### src/rtl/hamming_sec_codec.sv
module hamming_sec_codec #(
  parameter int DATA_W = 8,
  parameter int CHK_W  = 4
) (
  input  logic              clk,
  input  logic              rst_n,
  input  logic              enc_valid_i,
  input  logic [DATA_W-1:0] enc_data_i,
  output logic              enc_valid_o,
  output logic [DATA_W+CHK_W-1:0] enc_code_o,
  input  logic              dec_valid_i,
  input  logic [DATA_W+CHK_W-1:0] dec_code_i,
  output logic              dec_valid_o,
  output logic [DATA_W-1:0] dec_data_o,
  output logic              dec_err_o,
  output logic              dec_uncorr_o,
  output logic [CHK_W-1:0]  dec_syn_o
);
  localparam int CODE_W = DATA_W + CHK_W;

  function automatic logic is_pow2(input int p);
    return (p & (p - 1)) == 0;
  endfunction

  function automatic logic [CODE_W-1:0] place(input logic [DATA_W-1:0] d);
    logic [CODE_W-1:0] w;
    int k;
    w = '0;
    k = 0;
    for (int p = 1; p <= CODE_W; p++) begin
      if (!is_pow2(p)) begin
        w[p-1] = d[k];
        k++;
      end
    end
    return w;
  endfunction

  function automatic logic [DATA_W-1:0] extract(input logic [CODE_W-1:0] w);
    logic [DATA_W-1:0] d;
    int k;
    d = '0;
    k = 0;
    for (int p = 1; p <= CODE_W; p++) begin
      if (!is_pow2(p)) begin
        d[k] = w[p-1];
        k++;
      end
    end
    return d;
  endfunction

  function automatic logic [CHK_W-1:0] syndrome(input logic [CODE_W-1:0] w);
    logic [CHK_W-1:0] s;
    s = '0;
    for (int j = 0; j < CHK_W; j++)
      for (int p = 1; p <= CODE_W; p++)
        if (((p >> j) & 1) == 1) s[j] = s[j] ^ w[p-1];
    return s;
  endfunction

  logic [CODE_W-1:0] enc_raw, enc_word;
  logic [CHK_W-1:0]  enc_chk;

  always_comb begin
    enc_raw  = place(enc_data_i);
    enc_chk  = syndrome(enc_raw);
    enc_word = enc_raw;
    for (int j = 0; j < CHK_W; j++) enc_word[(1 << j) - 1] = enc_chk[j];
  end

  always_ff @(posedge clk or negedge rst_n) begin
    if (!rst_n) begin
      enc_valid_o <= 1'b0;
      enc_code_o  <= '0;
    end else begin
      enc_valid_o <= enc_valid_i;
      enc_code_o  <= enc_word;
    end
  end

  logic [CHK_W-1:0]  syn;
  logic              beyond;
  logic [CODE_W-1:0] fixed;

  assign syn    = syndrome(dec_code_i);
  assign beyond = int'(syn) > CODE_W;

  always_comb begin
    fixed = dec_code_i;
    for (int p = 1; p <= CODE_W; p++)
      if (int'(syn) == p) fixed[p-1] = ~dec_code_i[p-1];
  end

  always_ff @(posedge clk or negedge rst_n) begin
    if (!rst_n) begin
      dec_valid_o  <= 1'b0;
      dec_data_o   <= '0;
      dec_err_o    <= 1'b0;
      dec_uncorr_o <= 1'b0;
      dec_syn_o    <= '0;
    end else begin
      dec_valid_o  <= dec_valid_i;
      dec_data_o   <= extract(fixed);
      dec_err_o    <= syn != '0;
      dec_uncorr_o <= beyond;
      dec_syn_o    <= syn;
    end
  end

  AST_ENC_VALID_HI: assert property (@(posedge clk) disable iff (!rst_n) enc_valid_i |=> enc_valid_o);
  AST_ENC_VALID_LO: assert property (@(posedge clk) disable iff (!rst_n) !enc_valid_i |=> !enc_valid_o);
  AST_ENC_PARITY: assert property (@(posedge clk) disable iff (!rst_n) enc_valid_o |-> syndrome(enc_code_o) == '0);
  AST_ENC_DATA: assert property (@(posedge clk) disable iff (!rst_n) enc_valid_i |=> extract(enc_code_o) == $past(enc_data_i));
  AST_DEC_VALID_HI: assert property (@(posedge clk) disable iff (!rst_n) dec_valid_i |=> dec_valid_o);
  AST_DEC_VALID_LO: assert property (@(posedge clk) disable iff (!rst_n) !dec_valid_i |=> !dec_valid_o);
  AST_UNCORR_ERR: assert property (@(posedge clk) disable iff (!rst_n) dec_uncorr_o |-> dec_err_o);
  AST_CLEAN_PASS: assert property (@(posedge clk) disable iff (!rst_n)
    (dec_valid_i && syndrome(dec_code_i) == '0) |=> (!dec_err_o && dec_data_o == $past(extract(dec_code_i))));
  AST_SYN_RANGE: assert property (@(posedge clk) disable iff (!rst_n)
    (dec_valid_o && !dec_uncorr_o) |-> int'(dec_syn_o) <= CODE_W);
endmodule

### config.mk
export PLATFORM = sky130hd
export DESIGN_NAME = hamming_sec_codec
export DESIGN_NICKNAME = d
export VERILOG_FILES = /design/src/rtl/hamming_sec_codec.sv
export SDC_FILE = /design/constraint.sdc
export NUM_CORES = 1
export LEC_CHECK = 0
export BUFFER_PORTS_ARGS = -buffer_cell sky130_fd_sc_hd__buf_2
export CORE_MARGIN = 2
export CORE_UTILIZATION = 35
export DETAILED_ROUTE_END_ITERATION = 10
export PLACE_DENSITY = 0.63
export SLEW_MARGIN = 25
export SYNTH_ARGS = -nofsm -noshare
export SYNTH_HDL_FRONTEND = slang
export SYNTH_SLANG_ARGS = --single-unit
### constraint.sdc
create_clock -name clk -period 0.8 [get_ports clk]
set_input_delay 0.04 -clock clk [delete_from_list [all_inputs] [get_ports clk]]
set_output_delay 0.04 -clock clk [all_outputs]
set_load 0.05 [all_outputs]
==> results of run 1 <==
==> worst max-delay path, delay by kind of cell <==
family	cells	cell delay [ns]
buffers and inverters	2	0.19
XOR/XNOR	3	0.94
AND/OR/NAND/NOR	1	0.26
==> routing by layer <==
| metal | track usage (%) | vias to the layer above | routed length (um) |
|---|---|---|---|
| met2 | 31.7 | 45 | 1570 |
| met3 | 2.90 | 4 | 203 |
| met1 | 15.5 | 437 | 958 |
| met4 | 4.86 | 0 | 37 |
| met5 | 0 | - | 0 |
| li1 | - | 434 | - |
==> final cells by class <==
class | instances | area [um^2] | share of cell area, %
multi-input cells | 43 | 598 | 26.2
clock buffers | 4 | 36.3 | 1.59
well taps | 44 | 55.1 | 2.42
inverters | 2 | 7.51 | 0.329
repair buffers | 92 | 881 | 38.7
flip-flops and latches | 28 | 701 | 30.8
==> worst max path at each step <==
| stage | start | to | slack [ns] |
|---|---|---|---|
| 2_1_floorplan | dec_code_i[8] | dec_data_o[2]$_DFF_PN0_ | -0.49 |
| 3_3_place_gp | dec_code_i[10] | dec_data_o[5]$_DFF_PN0_ | -0.69 |
| 3_5_place_dp | dec_code_i[8] | dec_data_o[1]$_DFF_PN0_ | -0.70 |
| 4_1_cts | dec_code_i[6] | dec_data_o[4]$_DFF_PN0_ | -0.31 |
| 5_1_grt | dec_code_i[8] | dec_data_o[2]$_DFF_PN0_ | -0.43 |
| 6_report | dec_code_i[8] | dec_data_o[2]$_DFF_PN0_ | -0.38 |
==> sequential cells by signal, indices dropped and copies added, names as in the netlist <==
register	cells
dec_data_o	8
dec_err_o	1
dec_syn_o	4
dec_uncorr_o	1
dec_valid_o	1
enc_code_o	12
enc_valid_o	1
==> placed cells by master (no fill, tap or decap) <==
| master | count |
|---|---|
| nand4_1 | 3 |
| dfrtp_1 | 28 |
| nand3_2 | 1 |
| xor2_2 | 1 |
| xnor3_2 | 2 |
| nor2_4 | 1 |
| nor4b_4 | 3 |
| buf_6 | 44 |
| nor4b_2 | 1 |
| xnor2_2 | 4 |
| xor2_4 | 2 |
| buf_12 | 1 |
| dlygate4sd3_1 | 13 |
| xnor2_4 | 2 |
| clkbuf_8 | 1 |
| nor4_1 | 1 |
| buf_8 | 2 |
| xor3_2 | 2 |
| nor3_2 | 1 |
| buf_4 | 18 |
| inv_2 | 2 |
| xnor2_1 | 13 |
| buf_2 | 14 |
| clkbuf_4 | 3 |
| xor2_1 | 6 |
==> kinds of logic (layout without fill, tap and decap cells) <==
family / count (synthesis) / in the layout / synth area share, %
and+or+nand+nor: 11 / 11 / 8.49
buffers and inverters: 2 / 98 / 0.645
DFF: 28 / 28 / 60.2
xor gates and xnor gates: 32 / 32 / 30.7
==> where the power goes <==
| part | switching [W] | internal (W) |
|---|---|---|
| Clock | 0.000365 | 0.000278 |
| Combinational | 0.00157 | 0.00133 |
| Sequential | 0.000109 | 0.00164 |
| Total | 0.00204 | 0.00324 |
==> metrics by stage <==
step                hold WS, ns  setup TNS [ns]  area, um^2
finish                  0.00553           -5.89        2280
detailed placement       0.0554           -7.93        1680
global placement         0.0486           -7.64        1680
floorplan                -0.256           -4.33        1220
global route             0.0111           -7.34        2280
CTS                     0.00309           -6.04        2270
==> repair_timing <==
| action | CTS | global route |
|---|---|---|
| cloned | 0 | 0 |
| endpoints found under the hold margin | 42 | 0 |
| endpoints found under the setup margin | 42 | 42 |
| setup buffers | 12 | 0 |
| resized for setup | 86 | 9 |
| pin swaps | 10 | 12 |
| hold buffers | 13 | 0 |
==> metrics, run 1 <==
Power Total=~0.0053 W; fin crit share=148%; DIE HEIGHT=61.7 um; # rows=20; 1st-iter DRT viols=38; hold depth=3; Critical Path Start Type=primary input; kind of critical path=in2reg; DRC=0; Final nets=between 150 and 200; vias=between 900 and 1000; RSZ-0062 raised after global routing=yes; area delta synth->final=95.6%; synth top area cells=dfrtp_1 (60%), xnor2_1 (14%), xor2_1 (5.3%); Routed Antenna Nets=0; crit-path cells=buf_8 -> xor3_2 -> xor2_4 -> inv_2 -> nor4b_4 -> xor2_1; Final Hold Violating Endpoints=0; vias in the first global route=1033; ys flop type=dfrtp_1; failing checks=setup timing; core area=roughly 3100 um^2; max-cap violations=0; status=finished with violations; FFs w/ async S/R, synth=between 90% and 100%; Setup WS pre-CTS=-0.701 ns; CTS tree=done; pin count of the biggest net entering global routing=29; number of inserted diodes=0; remaining global-route overflow=0; post-synth top area share=60.2%; Yosys reg bits=28; crit path max-delay cell type=xor3_2; WL final=roughly 2.8 mm; Hold WC Path Type=in2reg; Yosys Warn Count=0; WP data arrival=1.42 ns; critical path peak fanout=6; Worst Path Required=1.04 ns; IR Drop Worst-Case VDD=1.02 mV; Finished Layout Cells=213; Worst-Margin Slew=0.334 ns; PD cells=roughly 2300 nW/um^2; Slew headroom=77.7%; clock tree sinks=28; Clock Path Buffers=2; crit-path max cell delay=0.47 ns; DP Cell Count=188; CP endpoint kind=flop; final worst setup slack=-0.380 ns; io pins=52; Fillers=211; Syn Inst Count=73; GRT Resource Usage Total=15.6%; Synth Cell Area=1160 um^2; cell accounting for the most synthesized area=dfrtp_1; Synth Net Count=97; Syn Area/Cell=~16 um^2; first-pass GRT wire length=4.28 mm; Initial Util=a little under two fifths; hpwl dp=roughly 1.8 mm; Die Footprint=3810 um^2; final-report setup violation count=42; sequential share of the synthesized area=60.2%; IO buf count=51; Tmin final=1.18 ns; total CTS buffers=3; htree depth=1; Via density=4.32; hold path start=dec_code_i[2]; clk slew on worst S/H paths=0.14 ns; max-slew violation count=0; final core occ=73.4%; Avg WL per Cell=13.0 um; Max Freq=847 MHz; most frequent cell after synthesis=dfrtp_1; DRT Pass-1 Iters=4; Root Driver=clkbuf_4; Hold Crit Endpoint=dec_data_o[0]$_DFF_PN0_; Leak=1.07 nW; initial antenna violation count=0; Post-synth EDFFs=0; Post-synth top cells=dfrtp_1 (28), xnor2_1 (19), xor2_1 (7); RePlAce Congestion=0.769; share of post-route cells with drive strength above 1=62.1%; Yosys cell types=13; die width=61.7 um
(Power assumes the default switching activity.)
==> run 2: changes to the inputs <==
PLACE_DENSITY = 0.73   (was 0.63)
==> run 2 against run 1 <==
  * Combinational power hardly changed
  * Hold slack better by 0.043 ns
  * Critical endpoint unchanged
  * First-iteration DRC count is 53% lower
  * The flow still finishes with violations (setup timing)
==> metrics, run 2 (synthesis gave the netlist of run 1 again) <==
total CTS buffers=3; number of inserted diodes=0; Fillers=198; max-slew violation count=0; Initial Util=37.5%; status=finished with violations; Clock Path Buffers=2; Via density=4.44; Critical Path Start Type=primary input; vias in the first global route=roughly 1100; Final Hold Violating Endpoints=0; Hold WC Path Type=in2reg; Leak=1.10 nW; PD cells=2290 nW/um^2; core area=3100 um^2; RePlAce Congestion=0.800; share of post-route cells with drive strength above 1=62.2%; WP data arrival=1.44 ns; CTS tree=done; Root Driver=clkbuf_4; DRC=0; Biggest register=enc_code_o; Final nets=between 150 and 200; max-cap violations=0; final worst setup slack=-0.397 ns; Routed Antenna Nets=0; setup_tns=-6.14 ns; IO buf count=51; remaining global-route overflow=0; IR Drop Worst-Case VDD=1.03 mV; area delta synth->final=98.6%; clk slew on worst S/H paths=0.13 ns; Die Footprint=3810 um^2; sequential cell area=around 700 um^2; 1st-iter DRT viols=18; initial antenna violation count=0; DP Area=1680 um^2; kind of critical path=in2reg; GRT Resource Usage Total=17.7%; pin count of the biggest net entering global routing=29; CP endpoint kind=flop; hpwl dp=1.72 mm; final-report setup violation count=42; DIE HEIGHT=61.7 um; vias=between 900 and 1000; WL final=3.10 mm; RSZ-0062 raised after global routing=yes; failing checks=setup timing; Worst-Margin Slew=between 0.3 and 0.4 ns; DRT Pass-1 Iters=4; Max Freq=835 MHz; io pins=52; clock tree sinks=28; Slew headroom=77.6%; Worst Path Required=1.04 ns; # rows=20; area of the multi-input gates=633 um^2; Avg WL per Cell=between 10 and 15 um; commonest non-fill, non-tap cell in the layout=buf_6; htree depth=1; Regs by FF count=enc_code_o x12, dec_data_o x8, dec_syn_o x4; Largest register FFs=12; first-pass GRT wire length=4.69 mm; design area=2310 um^2; fin crit share=150%; most frequent cells in the layout=buf_6 (40), dfrtp_1 (28), buf_4 (24); critical path peak fanout=6; die width=61.7 um; Tmin final=1.20 ns
==> run 2: where the power goes <==
| group | internal, W | switching [W] | total, W |
|---|---|---|---|
| registers | 0.00164 | 0.000115 | 0.00175 |
| logic | 0.00132 | 0.00158 | 0.00290 |
| clock network | 0.000278 | 0.000363 | 0.000641 |
==> run 2: layout make-up <==
class / count / share of cell area (%)
tap: 44 / 2.38
multi-input combinational: 44 / 27.4
timing repair buffer: 94 / 38.1
clock buffer: 4 / 1.57
inverter: 2 / 0.324
sequential: 28 / 30.3
==> run 2: metrics by stage <==
step                      util, %  setup WS (ns)  std cells  hold slack (ns)  total power (W)
final                        74.6         -0.397        216           0.0489          0.00530
after global routing         74.6         -0.430        216           0.0365          0.00555
after CTS                    72.5         -0.343        216           0.0211          0.00516
after detailed placement     54.0         -0.704        187           0.0491          0.00377
after global placement       54.0         -0.706        187           0.0472          0.00375
after floorplan                 -         -0.488         73           -0.256          0.00314
==> run 2: worst max-delay path, cell delays in order <==
cell,delay [ns]
buf_6,0.07
xor3_2,0.47
xor2_4,0.31
inv_2,0.10
nor4b_2,0.29
xor2_1,0.17
==> run 2: what timing repair did <==
action                                  4_1_cts  5_1_grt
endpoints found under the hold margin        44        0
gates resized for setup                      80       10
cloned                                        1        0
pin swaps                                     9        6
setup buffers                                 9        3
hold buffers                                 15        0
endpoints found under the setup margin       42       44
==> run 2: final timing paths <==
path,end,cells after the start,slack (ns),start
setup / recovery,dec_data_o[2]$_DFF_PN0_,6,-0.40,dec_code_i[8]
hold / removal,dec_data_o[7]$_DFF_PN0_,3,0.05,dec_code_i[11]
max in group asynchronous,dec_data_o[0]$_DFF_PN0_,3,0.31,rst_n
min in group asynchronous,enc_code_o[3]$_DFF_PN0_,3,0.24,rst_n
==> run 2: per-layer routing <==
layer / vias to the layer above / track usage (%) / routed length, um
met3: 10 / 2.69 / 199
met2: 48 / 35.5 / 1800
met4: 0 / 9.42 / 113
met5: - / 0 / 0
li1: 440 / - / -
met1: 461 / 16.9 / 985
==> run 3: changes to the inputs <==
PLACE_DENSITY = 0.76   (was 0.73)
clock period = 1.1 ns   (was 0.8 ns; I/O delays follow)
==> run 3 against run 2 <==
  * The flow still finishes with violations (setup timing)
  * Non-clock buffer count decreased by 11
  * Power decreased by 37%
  * Sequential power decreased by 30%
  * Combinational power decreased by 43%
  * Hold slack got worse by 0.021 ns
  * Routed wire length decreased by 24%
  * Critical endpoint is now dec_data_o[7]$_DFF_PN0_
  * Largest cell class is now registers
  * Largest power group unchanged
  * Highest routed layer unchanged
==> metrics, run 3 (synthesis gave the netlist of run 1 again) <==
DIE HEIGHT=61.7 um; final-report setup violation count=5; final hold slack=0.0276 ns; commonest non-fill, non-tap cell in the layout=buf_2; 1st-iter DRT viols=1; area of the multi-input gates=~550 um^2; total CTS buffers=3; area delta synth->final=63.9%; IR Drop Worst-Case VDD=0.686 mV; htree depth=1; most frequent cells in the layout=buf_2 (48), dfrtp_1 (28), buf_4 (18); core area=3100 um^2; fin crit share=108%; pin count of the biggest net entering global routing=29; Worst-Margin Slew=0.593 ns; Biggest register=enc_code_o; DRT Pass-1 Iters=3; Slew headroom=60.5%; IO buf count=a little over 50; max-cap violations=0; initial antenna violation count=0; Die Footprint=3810 um^2; first-pass GRT wire length=3.66 mm; clock tree sinks=28; design area=1910 um^2; M3 GR Usage=3.31%; clk slew on worst S/H paths=between 0.1 and 0.15 ns; final core occ=roughly 62%; met2 usage=25.9%; Via density=4.26; crit path max-delay cell type=xnor3_2; critical path peak fanout=8; Largest register FFs=12; WL final=2.35 mm; RSZ-0062 raised after global routing=yes; vias in the first global route=862; grt peak-use layer=met2; Clock Path Buffers=2; crit-path cells=buf_2 -> xnor2_1 -> xnor3_2 -> nor4_2 -> xor2_1; vias=869; Leak=just over 0.9 nW; remaining global-route overflow=0; Final Hold Violating Endpoints=0; crit-path max cell delay=0.55 ns; Tmin final=between 1 and 1.5 ns; Avg WL per Cell=11.5 um; Critical Path Start Type=primary input; Max Freq=844 MHz; DRC=0; Initial Util=37.5%; PD cells=1750 nW/um^2; Crit. Startpoint=dec_code_i[6]; setup_tns=-0.301 ns; failing checks=setup timing; Final nets=around 190; hpwl dp=1.71 mm; Fillers=250; kind of critical path=in2reg; share of post-route cells with drive strength above 1=57.5%; RePlAce Congestion=0.753; hold path start=dec_code_i[5]; cell family with most CP delay=XOR/XNOR gates; Hold WC Path Type=in2reg; Regs by FF count=enc_code_o x12, dec_data_o x8, dec_syn_o x4; DP Area=about 1700 um^2; final worst setup slack=-0.0849 ns; GRT Resource Usage Total=13.6%; number of inserted diodes=0; die width=61.7 um; # rows=20; Finished Layout Cells=204; DP Cell Count=185; Root Driver=clkbuf_4; CTS tree=done; Routed Antenna Nets=0; sequential cell area=between 700 and 800 um^2; max-slew violation count=0; Worst Path Required=1.35 ns; status=finished with violations; CP endpoint kind=flop; io pins=52; crit path buf inv count=1; WP data arrival=1.44 ns; met1 global-route usage=13.7%
[run 3: cell types whose count changed in the layout (fill, tap and decap cells not counted), sizes merged]
cell / previous run / this run
buf: 79 / 70
dlymetal6s4s: 2 / 0
xnor3: 3 / 2
[run 3: worst paths after layout]
check / end / slack, ns / cells past startpoint
min: dec_data_o[2]$_DFF_PN0_ / 0.03 / 3
max: dec_data_o[7]$_DFF_PN0_ / -0.08 / 5
min in group asynchronous: enc_code_o[1]$_DFF_PN0_ / 0.26 / 2
max in group asynchronous: dec_uncorr_o$_DFF_PN0_ / 0.45 / 2
[run 3: layout make-up]
| class | count | share of cell area [%] |
|---|---|---|
| Clock buffer | 4 | 1.90 |
| Inverter | 2 | 0.393 |
| Multi-Input combinational cell | 43 | 28.6 |
| Sequential cell | 28 | 36.7 |
| Tap cell | 44 | 2.88 |
| Timing Repair Buffer | 83 | 29.5 |
[run 3: timing repair]
| item | 4_1_cts | 5_1_grt |
|---|---|---|
| resized for setup | 4 | 7 |
| buffers inserted | 2 | 0 |
| endpoints found under the hold margin | 41 | 1 |
| setup endpoints to repair | 5 | 10 |
| cloned | 0 | 0 |
| hold buffers | 12 | 1 |
| pin swaps | 2 | 3 |
[run 3: power by group]
group	total, W	switching [W]	internal [W]	leakage (nW)
sequential	0.00123	0.0000382	0.00119	0.325
combinational	0.00164	0.00105	0.000589	0.573
clock	0.000480	0.000278	0.000202	0.0210
total	0.00335	0.00137	0.00198	0.919
[run 3: metal layers]
metal  vias up  share of wire, %
li1        418                 -
met1       411                37
met2        38                55
met3         2               7.1
met4         0              0.64
met5         -                 0
[run 3: worst min-delay path: cells and delay by family]
kind / cells / cell delay [ns]
xor+xnor: 1 / 0.05
buf+inv: 2 / 0.22
[run 3: stage by stage]
| step | worst slack [ns] | total power (W) |
|---|---|---|
| floorplan | -0.204 | 0.00228 |
| global placement | -0.406 | 0.00272 |
| detailed placement | -0.454 | 0.00273 |
| CTS | -0.0538 | 0.00333 |
| global route | -0.110 | 0.00351 |
| finish | -0.0849 | 0.00335 |
